File: src/rtl/xgate_pkg.sv
package xgate_pkg;

    parameter int WORD_W = 8;

    typedef enum logic [1:0] {
        CTL_NONE   = 2'd0,
        CTL_PAUSE  = 2'd1,
        CTL_RESUME = 2'd2
    } ctl_kind_t;

    typedef struct packed {
        logic              err;
        logic [WORD_W-1:0] data;
    } rx_word_t;

    // Pause takes priority when both codes match the same word.
    function automatic ctl_kind_t classify(
        input rx_word_t          w,
        input logic              en,
        input logic [WORD_W-1:0] pause_c,
        input logic [WORD_W-1:0] resume_c
    );
        if (!en || w.err)            return CTL_NONE;
        else if (w.data == pause_c)  return CTL_PAUSE;
        else if (w.data == resume_c) return CTL_RESUME;
        else                         return CTL_NONE;
    endfunction

endpackage

File: src/rtl/xgate_classify.sv
module xgate_classify
    import xgate_pkg::*;
(
    input  logic              valid,
    input  rx_word_t          word,
    input  logic              en,
    input  logic [WORD_W-1:0] pause_c,
    input  logic [WORD_W-1:0] resume_c,
    output ctl_kind_t         kind
);
    always_comb begin
        if (valid) kind = classify(word, en, pause_c, resume_c);
        else       kind = CTL_NONE;
    end
endmodule

File: src/rtl/xgate_rx_pass.sv
module xgate_rx_pass
    import xgate_pkg::*;
(
    input  logic      clk,
    input  logic      rst,
    input  logic      valid,
    input  rx_word_t  word,
    input  ctl_kind_t kind,
    output logic      wr,
    output rx_word_t  wr_word
);
    always_ff @(posedge clk) begin
        if (rst) begin
            wr      <= 1'b0;
            wr_word <= '0;
        end else begin
            wr <= valid && (kind == CTL_NONE);
            if (valid) wr_word <= word;
        end
    end
endmodule

File: src/rtl/xgate_hold.sv
module xgate_hold
    import xgate_pkg::*;
(
    input  logic      clk,
    input  logic      rst,
    input  logic      en,
    input  ctl_kind_t kind,
    output logic      halted
);
    always_ff @(posedge clk) begin
        if (rst || !en)               halted <= 1'b0;
        else if (kind == CTL_PAUSE)   halted <= 1'b1;
        else if (kind == CTL_RESUME)  halted <= 1'b0;
    end
endmodule

File: src/rtl/xon_tx_gate.sv
module xon_tx_gate
    import xgate_pkg::*;
(
    input  logic              clk,
    input  logic              rst,
    input  logic              rx_valid,
    input  logic [WORD_W-1:0] rx_data,
    input  logic              rx_err,
    input  logic              flow_en,
    input  logic [WORD_W-1:0] pause_code,
    input  logic [WORD_W-1:0] resume_code,
    input  logic              tx_off,
    input  logic              tx_req,
    output logic              fifo_wr,
    output logic [WORD_W-1:0] fifo_data,
    output logic              fifo_err,
    output logic              tx_permit,
    output logic              tx_start
);
    rx_word_t  in_word;
    rx_word_t  out_word;
    ctl_kind_t kind;
    logic      halted;

    assign in_word = '{err: rx_err, data: rx_data};

    xgate_classify u_cls (
        .valid    (rx_valid),
        .word     (in_word),
        .en       (flow_en),
        .pause_c  (pause_code),
        .resume_c (resume_code),
        .kind     (kind)
    );

    xgate_rx_pass u_pass (
        .clk     (clk),
        .rst     (rst),
        .valid   (rx_valid),
        .word    (in_word),
        .kind    (kind),
        .wr      (fifo_wr),
        .wr_word (out_word)
    );

    xgate_hold u_hold (
        .clk    (clk),
        .rst    (rst),
        .en     (flow_en),
        .kind   (kind),
        .halted (halted)
    );

    assign fifo_data = out_word.data;
    assign fifo_err  = out_word.err;
    assign tx_permit = !halted && !tx_off;
    assign tx_start  = tx_req && tx_permit;
endmodule

File: config.mk
export PLATFORM = sky130hd
export DESIGN_NAME = xon_tx_gate
export DESIGN_NICKNAME = d
export VERILOG_FILES = /design/src/rtl/xgate_pkg.sv /design/src/rtl/xgate_classify.sv /design/src/rtl/xgate_rx_pass.sv /design/src/rtl/xgate_hold.sv /design/src/rtl/xon_tx_gate.sv
export SDC_FILE = /design/constraint.sdc
export NUM_CORES = 1
export LEC_CHECK = 0
export ABC_CLOCK_PERIOD_IN_PS = 2050
export BUFFER_PORTS_ARGS = -buffer_cell sky130_fd_sc_hd__buf_2
export CELL_PAD_IN_SITES_DETAIL_PLACEMENT = 1
export CELL_PAD_IN_SITES_GLOBAL_PLACEMENT = 2
export CORE_ASPECT_RATIO = 1.5
export CORE_MARGIN = 2
export CORE_UTILIZATION = 20
export DETAILED_ROUTE_END_ITERATION = 10
export PLACE_DENSITY = 0.8
export RECOVER_POWER = 50
export REMOVE_ABC_BUFFERS = 1
export SETUP_SLACK_MARGIN = 0.1
export SYNTH_ARGS = -nofsm -noshare
export SYNTH_HDL_FRONTEND = slang
export SYNTH_SLANG_ARGS = --single-unit
export TNS_END_PERCENT = 5
File: constraint.sdc
create_clock -name clk -period 2.05 [get_ports clk]
set_input_delay 0.205 -clock clk [delete_from_list [all_inputs] [get_ports clk]]
set_output_delay 0.205 -clock clk [all_outputs]
set_load 0.05 [all_outputs]
# Word-level counts from Yosys, hierarchy flattened
# Cells that the tools add are included.
# op_classes
n_eq_ne	4
shifts	0
add_sub_neg	0
n_reduce_logical	10
div	0
n_mux	6
n_lt_le_gt_ge	0
n_bitwise	0
multipliers	0
# ops
operator	count
$eq 8x8->1	2
$mux 2	4
$logic_and 1x1->1	3
$logic_not 1->1	3
$eq 2x1->1 const B	1
$eq 2x2->1 const B	1
$logic_not 2->1	1
$logic_or 1x1->1	2
$mux 1	2
$reduce_bool 2->1	1
# word_totals
word_cells	24
n_memories	0
rom_bits	0
output_inout_bits	12
latch_bits	0
mem_bits_rw	0
reg_bits	11
inputBits	31

# Logic depth before layout (Yosys ltp)
# Gate-level depths: netlist of run 1.
# logic_depth
ltp_word	8
ltp_mapped	7
ltp_nobuf	7

# Hierarchy
# From an unflattened synthesis of run 1, not the netlist that was laid out.
# unflattened
hier_cells	63
area_unflattened_um2	634.4
# modules_own_cells
mod	area_each_um2	seq_area_each_um2	cells_per_inst	instances
xgate_rx_pass	364.1	200.2	31	1
xgate_classify	195.2	0.0	25	1
xgate_hold	58.8	20.0	5	1
xon_tx_gate	16.3	0.0	2	1

# Worst setup path before layout of run 1
# No wires, ideal clock.
# synth_path
path_type	register to output
start	register u_hold.halted
end	output port tx_start
required_time_ns	1.845
t_arrival_ns	1.512
path_slack_ns	0.333
n_path_buf	0
path_stages_with_launch	3
cell_sequence	dfxtp_1 -> nor2_1 -> and2_1
# synth_between
elab_chain_cells	3
# synth_lines
item	line	text
start, declared	xgate_hold.sv:8	output logic halted
start signal, assigned	xgate_hold.sv:11	if (rst || !en) halted <= 1'b0;
start signal, assigned	xgate_hold.sv:12	else if (kind == CTL_PAUSE) halted <= 1'b1;
start signal, assigned	xgate_hold.sv:13	else if (kind == CTL_RESUME) halted <= 1'b0;
$logic_not 1->1	xon_tx_gate.sv:56	assign tx_permit = !halted && !tx_off;
$logic_and 1x1->1	xon_tx_gate.sv:56	
via tx_permit	xon_tx_gate.sv:17	output logic tx_permit,
$logic_and 1x1->1	xon_tx_gate.sv:57	assign tx_start = tx_req && tx_permit;
end, declared	xon_tx_gate.sv:18	output logic tx_start
# The timed path passes the listed nets, and every way through them passes these cells.

# Final worst setup path of run 1
# layout_path
start	input port rx_data[5]
end	register u_hold.halted
# layout_between
elab_chain_cells	7
elab_cells_between_ends	10
cone_classes	4 x eq/ne; 5 x mux; 1 x reduce/logical
# layout_lines
item	line	text
start, declared	xon_tx_gate.sv:7	input logic [WORD_W-1:0] rx_data,
$eq 8x8->1	xgate_pkg.sv:25	else if (w.data == resume_c) return CTL_RESUME;
$mux 2	xgate_pkg.sv:25	
$mux 2 *	xgate_pkg.sv:24	else if (w.data == pause_c) return CTL_PAUSE;
$mux 2 *	xgate_pkg.sv:23	if (!en || w.err) return CTL_NONE;
$mux 2 *	xgate_classify.sv:12	if (valid) kind = classify(word, en, pause_c, resume_c);
$eq 2x1->1 or $eq 2x2->1 (tied branches)	xgate_hold.sv:12, xgate_hold.sv:13	
$mux 1 or $reduce_bool 2->1 (tied branches)	--	
# Every way passes the cells marked *; elsewhere a longest branch is shown, timed or not.
# A chain may end at the register's enable or synchronous reset.

==> results_dict.tcl, run 1 <==
set metrics [dict create \
    outcome "finished, final reports clean" \
    antennaDiodeCount 0 \
    start_util 0.209 \
    viasPerCell 4.20 \
    setup.worst_path.start "rx_data[5]" \
    place_congestion 0.747 \
    num_io_pins 43 \
    tns_ps 0 \
    die_w_um 49.0 \
    clock_latency_ps 240 \
    setup_viol 0 \
    finClkSkew_ps 0 \
    reg2reg_from "u_hold.halted$_SDFFE_PP0P_" \
    cts_hold_buf 0 \
    ctsResizeCount 0 \
    arrival_ps 1820 \
    grt_pass1_wl_mm 3.04 \
    wl_mm 1.85 \
    hold_path.class "input port to flip-flop" \
    crit_required_ps 2210 \
    post-route-period-util 0.810 \
    synth_seq_cells 11 \
    finalPower_mw 0.607 \
    num_rows 24 \
    grt_max_degree 12 \
    drc 0 \
    die_h_um 71.5 \
    holdWs_ps 233 \
    switchingPower_mw 0.188 \
    area_growth_pct 48.6 \
    p_per_area_nw_per_um2 672 \
    port_buffers 42 \
    grt_use_total 0.114 \
    path_class "input port to flip-flop" \
    p_comb_frac 0.253 \
    final_cell_mix "buf_2 (39), xor2_1 (12), nor2_1 (12)" \
    cts_root_buffer "clkbuf_8" \
    yosysSeqAreaShare 0.362 \
    worst_pin_slew_ps 689 \
    synthCells 65 \
    grt_pass1_vias 665 \
    yosysWarnings 0 \
    grt_overflow 0 \
    ant_nets 0 \
    post_cts.repair.setup_buffers 0 \
    nets 144 \
    reg2regPathDepth 2 \
    mappedNetlistArea_um2 608 \
    ys_types 17 \
    crit_path_end_kind "flip-flop" \
    clock.fmax_mhz 602 \
    clk_transition_reported_paths_ps 50 \
    intPower_mw 0.420 \
    reg2reg_slack_ps 1360 \
    drt_iter0_markers 19 \
    r2r-end "u_hold.halted$_SDFFE_PP0P_" \
    cts_buffer_depth 2 \
    drv_slew 0 \
    seq_power_share 0.380 \
    wire_per_inst_um 12.4 \
    ir_worst_vdd_uv 292 \
    crit_path_end "u_hold.halted$_SDFFE_PP0P_" \
    leakagePower_nw 0.441 \
    rsz0062_at_grt "false" \
    coreArea_um2 2910 \
    critical_path.max_fanout 3 \
    cts.sinks 11 \
    p_clk_frac 0.367 \
    hold_viol 0 \
    synth_area_per_cell_um2 9.36 \
    cts_buffers 3 \
    critPathLaunchType "input port" \
    p_sw_frac 0.309 \
    final_common_cell "buf_2" \
    dr_total_vias 626 \
    fin_crit_ps 1660 \
    htreeDepth 1 \
    dr.pass1.iters 2 \
    dieArea_um2 3510 \
    antenna_found_initial 0 \
    drive_above_1_share 0.382 \
    relSlewSlack 0.541 \
    drv_cap 0 \
    cts_tree "done" \
]
[power groups by stage]
stage | registers (mW) | logic (mW) | clock network (mW)
final | 0.231 | 0.154 | 0.223
after detailed placement | 0.236 | 0.158 | 0
after floorplan | 0.275 | 0.0496 | 0
after global routing | 0.232 | 0.168 | 0.243
after global placement | 0.235 | 0.155 | 0
after CTS | 0.231 | 0.158 | 0.232
[sequential cells by signal, indices dropped and copies added (netlist names)]
signal,count
u_pass.wr,1
u_hold.halted,1
u_pass.wr_word,9
[worst max-delay path, cell delays in order]
cell and delay (ps):
buf_2 120, xor2_1 150, nor4_1 340, nand2_1 140
or2_1 250, ha_1 300, mux2i_1 120, nor3b_1 180
[metrics by stage]
stage          area, µm²  utilization  setup WS (ps)  std cells
2_1_floorplan        599            -            333         63
3_3_place_gp         866        0.297           94.8        145
3_5_place_dp         866        0.297            103        145
4_1_cts              911        0.313            339        149
5_1_grt              903        0.310            249        149
6_report             903        0.310            390        149
[logic make-up (layout without fill, tap and decap cells)]
group	Yosys count	count (layout)	synth area share
fa+ha+maj	2	2	0.0411
xor+xnor	16	16	0.230
simple gates	24	24	0.187
flops	11	11	0.362
buf+inv	2	47	0.0144
mux	10	10	0.165
[cell usage after synthesis]
| cell type | n | area (µm²) |
|---|---|---|
| and2_1 | 1 | 6.26 |
| or2_1 | 1 | 6.26 |
| xnor2_1 | 4 | 35.0 |
| nor2_1 | 12 | 45.0 |
| nand3b_1 | 1 | 7.51 |
| nand3_1 | 1 | 5.00 |
| nand4_1 | 1 | 6.26 |
| clkbuf_1 | 1 | 3.75 |
| mux2i_1 | 10 | 100 |
| nor4_1 | 2 | 12.5 |
| dfxtp_1 | 11 | 220 |
| buf_2 | 1 | 5.00 |
| nand2_1 | 2 | 7.51 |
| nor3b_1 | 1 | 7.51 |
| xor2_1 | 12 | 105 |
| nor3_1 | 2 | 10.0 |
| ha_1 | 2 | 25.0 |
[routing by layer]
metal / GRT usage / part of all wire / up-vias
li1: - / - / 308
met1: 0.119 / 0.34 / 291
met2: 0.219 / 0.59 / 25
met3: 0.0104 / 0.054 / 2
met4: 0.0667 / 0.016 / 0
met5: 0 / 0 / -
[how the worst min path moves through the flow]
stage | depth (start not counted) | startpoint | slack (ps) | to
global route | 3 | rx_err | 260 | u_pass.wr_word[8]$_SDFFE_PP0P_
floorplan | 1 | rst | 280 | u_pass.wr$_SDFF_PP0_
global placement | 3 | rx_err | 460 | u_pass.wr_word[8]$_SDFFE_PP0P_
CTS | 3 | rx_err | 230 | u_pass.wr_word[8]$_SDFFE_PP0P_
finish | 3 | rx_err | 230 | u_pass.wr_word[8]$_SDFFE_PP0P_
detailed placement | 3 | rx_err | 470 | u_pass.wr_word[8]$_SDFFE_PP0P_
[cell type report]
type | count | area [µm²]
multi-input combinational | 52 | 379
tap | 39 | 48.8
timing repair buffer | 43 | 210
sequential | 11 | 220
clock buffer | 4 | 45.0
fill | 372 | 2010
Power figures use the tool's default switching activity.
==> inputs of run 2 (changes only) <==
--- a/config.mk
+++ b/config.mk
@@ -5,15 +5,15 @@
 export SDC_FILE = /design/constraint.sdc
 export NUM_CORES = 1
 export LEC_CHECK = 0
-export ABC_CLOCK_PERIOD_IN_PS = 2050
+export ABC_CLOCK_PERIOD_IN_PS = 1300
 export BUFFER_PORTS_ARGS = -buffer_cell sky130_fd_sc_hd__buf_2
 export CELL_PAD_IN_SITES_DETAIL_PLACEMENT = 1
 export CELL_PAD_IN_SITES_GLOBAL_PLACEMENT = 2
 export CORE_ASPECT_RATIO = 1.5
 export CORE_MARGIN = 2
-export CORE_UTILIZATION = 20
+export CORE_UTILIZATION = 18
 export DETAILED_ROUTE_END_ITERATION = 10
-export PLACE_DENSITY = 0.8
+export PLACE_DENSITY = 0.76
 export RECOVER_POWER = 50
 export REMOVE_ABC_BUFFERS = 1
 export SETUP_SLACK_MARGIN = 0.1
==> constraint.sdc (replaced) <==
create_clock -name clk -period 1.3 [get_ports clk]
set_input_delay 0.13 -clock clk [delete_from_list [all_inputs] [get_ports clk]]
set_output_delay 0.13 -clock clk [all_outputs]
set_load 0.05 [all_outputs]
==> run 2 against run 1 <==
  * The flow now finishes with violations (negative setup slack)
  * Sequential power grew 58%
  * Worst hold slack lost 78 ps
  * Largest power group unchanged
  * First-iteration DRC count shrank 11%
  * Core utilization grew 2.0 points
==> results_dict.tcl, run 2 (synthesis results as in run 1) <==
set metrics [dict create \
    hold_viol 0 \
    place_congestion 0.702 \
    arrival_ps 1640 \
    die_w_um 51.5 \
    dr.pass1.iters 2 \
    cts_buffer_depth 2 \
    fin_crit_ps 1480 \
    coreArea_um2 3190 \
    final_cell_mix "buf_2 (36), buf_4 (14), nor2_1 (12)" \
    cts_tree "done" \
    cts_root_buffer "clkbuf_8" \
    ir_worst_vdd_uv 593 \
    worst_path_max_delay_cell "ha_1" \
    grt_overflow 0 \
    cts.sinks 11 \
    dr_total_vias 664 \
    p_per_area_nw_per_um2 946 \
    wl_mm 2.02 \
    dp_hpwl_mm 1.66 \
    critPathMaxStageDelay_ps 320 \
    path_class "input port to flip-flop" \
    htreeDepth 1 \
    final_common_cell "buf_2" \
    num_rows 25 \
    relSlewSlack 0.604 \
    outcome "finished with violations" \
    drv_slew 0 \
    leakagePower_nw 0.520 \
    drt_iter0_markers 17 \
    hold_path.class "input port to flip-flop" \
    crit_chain "buf_2, buf_4, xnor2_1, nand4_1, nor3_2, nand3_1, ha_1, mux2i_1, nor3b_1" \
    grt_use_total 0.112 \
    drv_cap 0 \
    grt_pass1_vias 708 \
    critPathLaunchType "input port" \
    drc 0 \
    final_util 0.330 \
    num_io_pins 43 \
    finClkSkew_ps 0 \
    setup_viol 1 \
    clock.fmax_mhz 676 \
    antenna_found_initial 0 \
    grt_max_degree 12 \
    start_util 0.191 \
    cts_buffers 3 \
    drive_above_1_share 0.500 \
    clk_transition_reported_paths_ps 50 \
    worst_pin_slew_ps 596 \
    worst-path-buf-inv 2 \
    critical_path.max_fanout 2 \
    die_h_um 75.2 \
    ant_nets 0 \
    grt_pass1_wl_mm 3.16 \
    antennaDiodeCount 0 \
    area_growth_pct 73.3 \
    clock_latency_ps 230 \
    rsz0062_at_grt "true" \
    post-route-period-util 1.14 \
    largest-register "u_pass.wr_word" \
    violations "negative setup slack" \
    crit_path_end_kind "flip-flop" \
    dieArea_um2 3870 \
    largest_reg_flops 9 \
    port_buffers 42 \
    crit_required_ps 1460 \
    path_delay_family "simple AND/OR/NAND/NOR gates" \
    setup_ws_ps -180 \
    wire_per_inst_um 12.5 \
    nets 156 \
    top_regs "u_pass.wr_word: 9 flops, u_hold.halted: 1 flops, u_pass.wr: 1 flops" \
    viasPerCell 4.10 \
    holdWs_ps 156 \
    n_fill_cell 402 \
]
run 2: changes by cell type in the layout (fill, tap and decap cells not counted), sizes merged:
cell and change:
clkbuf -3, buf +15
run 2: area by class of cell:
class	instances	area [µm²]	area share
Timing Repair Buffer	55	334	0.317
Clock buffer	4	45.0	0.0428
Multi-Input combinational cell	52	404	0.384
Tap cell	40	50.0	0.0475
Sequential cell	11	220	0.209
run 2: final timing paths:
check / from / endpoint / slack, ps / cells after the start
worst max register to register: u_hold.halted$_SDFFE_PP0P_ / u_hold.halted$_SDFFE_PP0P_ / 640 / 2
worst min-delay path: rx_err / u_pass.wr_word[8]$_SDFFE_PP0P_ / 160 / 3
worst max-delay path: rx_data[4] / u_hold.halted$_SDFFE_PP0P_ / -180 / 9
worst min register to register: u_pass.wr_word[7]$_SDFFE_PP0P_ / u_pass.wr_word[7]$_SDFFE_PP0P_ / 480 / 2
run 2: layer usage:
layer | wire, µm | part of all wire | track usage
met1 | 701 | 0.35 | 0.122
met5 | 0 | 0 | 0
met4 | 48 | 0.024 | 0.0614
met3 | 101 | 0.050 | 0.0139
met2 | 1170 | 0.58 | 0.208
run 2: metrics by stage:
step | total power, mW | setup TNS [ps] | cell area [µm²] | setup slack, ps | cells
after floorplan | 0.512 | -528 | 599 | -342 | 63
after global placement | 0.637 | -894 | 950 | -563 | 157
after detailed placement | 0.642 | -991 | 950 | -621 | 157
after CTS | 1.01 | -200 | 1040 | -200 | 162
after global routing | 1.06 | -279 | 1050 | -279 | 162
final | 0.997 | -180 | 1050 | -180 | 162
run 2: repair_timing:
action	4_1_cts	5_1_grt
gates cloned	0	0
buffers inserted	1	0
gates resized for setup	6	4
hold buffers	0	0
pin swaps	8	2
endpoints found under the setup margin	2	3
run 2: power breakdown:
| part | switching [mW] | leakage [nW] | internal (mW) | total, mW |
|---|---|---|---|---|
| clock network | 0.130 | 0.0228 | 0.215 | 0.345 |
| registers | 0.00791 | 0.0907 | 0.356 | 0.364 |
| logic | 0.167 | 0.407 | 0.121 | 0.288 |
run 2: worst register-to-register path, delay by kind of cell, from the launching register on:
kind / cells / cell delay (ps)
mux: 1 / 80
flops: 1 / 340
simple gates: 1 / 170
